`src/rtl/rs485_pkg.sv`:
```
package rs485_pkg;
    localparam int MODE_W = 2;

    typedef enum logic [MODE_W-1:0] {
        XM_FULL  = 2'b00,
        XM_SW    = 2'b01,
        XM_AUTO  = 2'b10,
        XM_AUTO2 = 2'b11
    } xfer_mode_e;

    typedef struct packed {
        logic de;
        logic re;
    } pin_pair_t;

    function automatic logic drive_level(input logic active, input logic act_high);
        return act_high ? active : ~active;
    endfunction
endpackage

```
`src/rtl/rs485_en_regs.sv`:
```
module rs485_en_regs #(
    parameter bit HAS_RS485 = 1'b1
) (
    input  logic clk,
    input  logic rst,
    input  logic de_we,
    input  logic de_wd,
    input  logic re_we,
    input  logic re_wd,
    output logic de_q,
    output logic re_q
);
    generate
        if (HAS_RS485) begin : g_present
            always_ff @(posedge clk) begin
                if (rst) begin
                    de_q <= 1'b0;
                    re_q <= 1'b0;
                end else begin
                    if (de_we) de_q <= de_wd;
                    if (re_we) re_q <= re_wd;
                end
            end
        end else begin : g_absent
            logic unused_w;
            assign unused_w = &{1'b0, clk, rst, de_we, de_wd, re_we, re_wd};
            assign de_q = 1'b0;
            assign re_q = 1'b0;
        end
    endgenerate
endmodule

```
`src/rtl/rs485_mode_logic.sv`:
```
module rs485_mode_logic
    import rs485_pkg::*;
(
    input  xfer_mode_e mode,
    input  logic       de_en,
    input  logic       tx_active,
    output logic       de_req,
    output logic       re_allow
);
    always_comb begin
        unique case (mode)
            XM_FULL: begin
                de_req   = de_en & tx_active;
                re_allow = 1'b1;
            end
            XM_SW: begin
                de_req   = de_en;
                re_allow = ~de_en;
            end
            default: begin
                de_req   = de_en & tx_active;
                re_allow = ~tx_active;
            end
        endcase
    end
endmodule

```
`src/rtl/rs485_xcvr_ctrl.sv`:
```
module rs485_xcvr_ctrl
    import rs485_pkg::*;
#(
    parameter bit HAS_RS485 = 1'b1
) (
    input  logic              clk,
    input  logic              rst,
    input  logic              cfg_en,
    input  logic              cfg_re_pol,
    input  logic              cfg_de_pol,
    input  logic [MODE_W-1:0] cfg_mode,
    input  logic              de_en_we,
    input  logic              de_en_wd,
    input  logic              re_en_we,
    input  logic              re_en_wd,
    output logic              de_en_rd,
    output logic              re_en_rd,
    input  logic              tx_busy,
    input  logic              tx_shift_empty,
    input  logic              rx_in_frame,
    output logic              de_pin,
    output logic              re_pin
);
    logic      de_en_q, re_en_q;
    logic      tx_active;
    logic      de_req, re_allow;
    pin_pair_t act_d, act_q;

    rs485_en_regs #(.HAS_RS485(HAS_RS485)) u_regs (
        .clk   (clk),
        .rst   (rst),
        .de_we (de_en_we),
        .de_wd (de_en_wd),
        .re_we (re_en_we),
        .re_wd (re_en_wd),
        .de_q  (de_en_q),
        .re_q  (re_en_q)
    );

    assign tx_active = tx_busy | ~tx_shift_empty;

    rs485_mode_logic u_mode (
        .mode      (xfer_mode_e'(cfg_mode)),
        .de_en     (de_en_q),
        .tx_active (tx_active),
        .de_req    (de_req),
        .re_allow  (re_allow)
    );

    // RE stays up past a cleared enable while a frame is still arriving.
    always_comb begin
        act_d.de = cfg_en & de_req;
        act_d.re = cfg_en & re_allow & (re_en_q | (act_q.re & rx_in_frame));
    end

    always_ff @(posedge clk) begin
        if (rst) act_q <= '0;
        else     act_q <= act_d;
    end

    assign de_pin   = drive_level(act_q.de, cfg_de_pol);
    assign re_pin   = drive_level(act_q.re, cfg_re_pol);
    assign de_en_rd = de_en_q;
    assign re_en_rd = re_en_q;
endmodule

```
`config.mk`:
```
export PLATFORM = sky130hd
export DESIGN_NAME = rs485_xcvr_ctrl
export DESIGN_NICKNAME = d
export VERILOG_FILES = /design/src/rtl/rs485_pkg.sv /design/src/rtl/rs485_en_regs.sv /design/src/rtl/rs485_mode_logic.sv /design/src/rtl/rs485_xcvr_ctrl.sv
export SDC_FILE = /design/constraint.sdc
export NUM_CORES = 1
export LEC_CHECK = 0
export BUFFER_PORTS_ARGS = -buffer_cell sky130_fd_sc_hd__buf_2
export CAP_MARGIN = 30
export CORE_AREA = 2 2 39 41
export CTS_BUF_LIST = sky130_fd_sc_hd__clkbuf_8
export DETAILED_ROUTE_END_ITERATION = 10
export DIE_AREA = 0 0 41 43
export SKIP_LAST_GASP = 1
export SLEW_MARGIN = 5
export SYNTH_ARGS = -nofsm -noshare
export SYNTH_HDL_FRONTEND = slang
export SYNTH_HIERARCHICAL = 1
export SYNTH_SLANG_ARGS = --single-unit
```
`constraint.sdc`:
```
create_clock -name clk -period 0.8 [get_ports clk]
set_clock_uncertainty 0.1 [all_clocks]
set_input_delay 0.08 -clock clk [delete_from_list [all_inputs] [get_ports clk]]
set_output_delay 0.08 -clock clk [all_outputs]
set_load 0.03 [all_outputs]
```
==> flow_summary.toml <==
[place]
dp_slack_ns = -0.133
port_buffers = 17
gp_congestion = 0.595
place_area_um2 = 344
place_hpwl_um = 497

[synthesis]
netlist_area_um2 = 186
ys_seq_area_frac = 0.430
ys_warn_count = 6
synth.distinct_cells = 11
syn_avg_cell_area_um2 = 11.0
ys_seq_elements = 4
synth_nets = 31
syn_inst = 17

[routing]
drt_iter0_drc = 3
wirelength_um = 579
remaining_drc_errors = 0
viasPerCell = 3.82
via_count = 210
post_drt_wl_per_cell_um = 10.5
ant_nets = 0
first_pass_iters = 2

[finish]
final_cell_mix = "buf_2, buf_6, dfxtp_4, clkbuf_8"
drive_above_1_share = 0.795
fin_util = 0.311
nNetsFinal = 55
fillers = 151
areaGrowthSynthToFinish_pct = 131
fin_area_um2 = 430
final_common_cell = "buf_2"
diodes = 0

[run]
maxCapViolations = 0

[clock_network]
clk_latency_ns = 0.21
clock-root-buffer = "clkbuf_8"
numCtsBuffers = 3
clock_path_buffers = 2
clk_pin_slew_ns = 0.03
clock_sinks = 4
htree_levels = 1
cts_tree = "built"

[worst_hold_path]
min_path_type = "primary input to register"

[critical_path]
worst_setup_path_start_kind = "register"
arrival_ns = 0.84
worstSetupEndpointType = "output pin"
crit_fanout = 2
crit_type = "register to output pin"
crit_required_ns = 0.62

[sta]
hold_viol = 2
maxSlewHeadroom = 0.919
rsz0062_at_grt = "true"
fin_crit_sh = 1.27
fmax_ghz = 0.984
whs_ns = -0.0425
slew_viol_final = 0
setup_ws_ns = -0.216
fin_crit_ns = 1.02
setup_viol = 7
tightest_slew_ns = 0.118

[floorplanning]
start_util = 0.135
rows = 14
io_pins = 18
die_area_um2 = 1760
die_w_um = 41
die_h_um = 43
coreArea_um2 = 1380

[run_status]
outcome = "complete, but fails checks"
violations = "hold timing, setup timing"

[global_routing]
grt_pass1_vias = 217
overflow = 0
grt_pass1_wl_um = 910
antenna_found_initial = 0
grt_max_degree = 5
grt_usage = 0.0873

[pwr]
vdd_drop_max_uv = 615
internal_power_mw = 0.616
power_density_nw_per_um2 = 1830
p_total_mw = 0.789
power_leakage_nw = 0.197
swShare = 0.220
seqPwrFrac = 0.270
p_sw_mw = 0.173
p_clk_frac = 0.529
p_comb_frac = 0.201
-- cell type report --
class | count | area, um2 | area share
clock buffer | 3 | 41.3 | 0.0959
timing repair buffer | 19 | 133 | 0.308
multi-input combinational | 13 | 144 | 0.334
sequential | 4 | 92.6 | 0.215
tap | 16 | 20.0 | 0.0465
-- worst paths after layout --
kind	start	end	slack (ns)	cells past startpoint
worst max register to register	u_regs/re_q	u_regs/re_q	-0.11	4
worst min-delay path	rst	u_regs/de_q	-0.04	2
worst max-delay path	act_q[0]	re_pin	-0.22	2
worst min register to register	u_regs/de_q	u_regs/de_q	0.43	2
-- per-layer routing --
| metal | global-route usage | vias up | part of all wire |
|---|---|---|---|
| met5 | 0 | - | 0 |
| met4 | 0.100 | 0 | 0.012 |
| met3 | 0.0524 | 2 | 0.22 |
| met2 | 0.0906 | 18 | 0.35 |
| met1 | 0.106 | 85 | 0.41 |
| li1 | - | 105 | - |
-- kinds of logic (layout without fill, tap and decap cells) --
kind of cell	after synthesis	count (layout)	synth area share
xor+xnor	2	2	0.0940
flops	4	4	0.430
compound gates	3	3	0.134
simple gates	6	6	0.235
mux	2	2	0.107
buf+inv	0	22	0
-- power groups by stage --
stage                     logic, mW  registers (mW)  clock network, mW
after detailed placement      0.134           0.217                  0
final                         0.158           0.213              0.418
after global placement        0.134           0.217                  0
after floorplan              0.0595           0.229                  0
after CTS                     0.160           0.213              0.438
after global routing          0.169           0.214              0.457
-- registers in the layout (all words and copies together) (netlist names) --
name         count
act_q            2
u_regs/re_q      1
u_regs/de_q      1
-- synthesized netlist by cell type --
cell	number	area share
dfxtp_1	4	0.43
mux2i_1	2	0.11
nor2_1	2	0.040
xnor2_1	2	0.094
a21oi_1	1	0.027
a22oi_2	1	0.067
and3b_1	1	0.047
and4bb_2	1	0.067
nand2b_1	1	0.034
nor2b_2	1	0.047
o21a_1	1	0.040
-- critical path: stages (launching register included) --
cell,delay (ns)
dfxtp_4,0.35
xnor2_4,0.13
buf_6,0.14
-- what timing repair did --
| item | in CTS | in global routing |
|---|---|---|
| gates resized for setup | 13 | 0 |
| pin swaps | 1 | 1 |
| endpoints found under the hold margin | 2 | 2 |
| cloned | 0 | 0 |
| setup buffers | 1 | 0 |
| setup endpoints to repair | 7 | 7 |
-- through the flow --
stage	hold WS (ns)	std cells	setup TNS (ns)
detailed placement	0.184	51	-0.469
floorplan	0.0427	17	-0.112
finish	-0.0425	55	-0.890
global route	-0.0344	55	-1.09
CTS	-0.0424	55	-0.957
global placement	0.185	51	-0.403
Note: power is estimated with default switching activity, not from simulation.
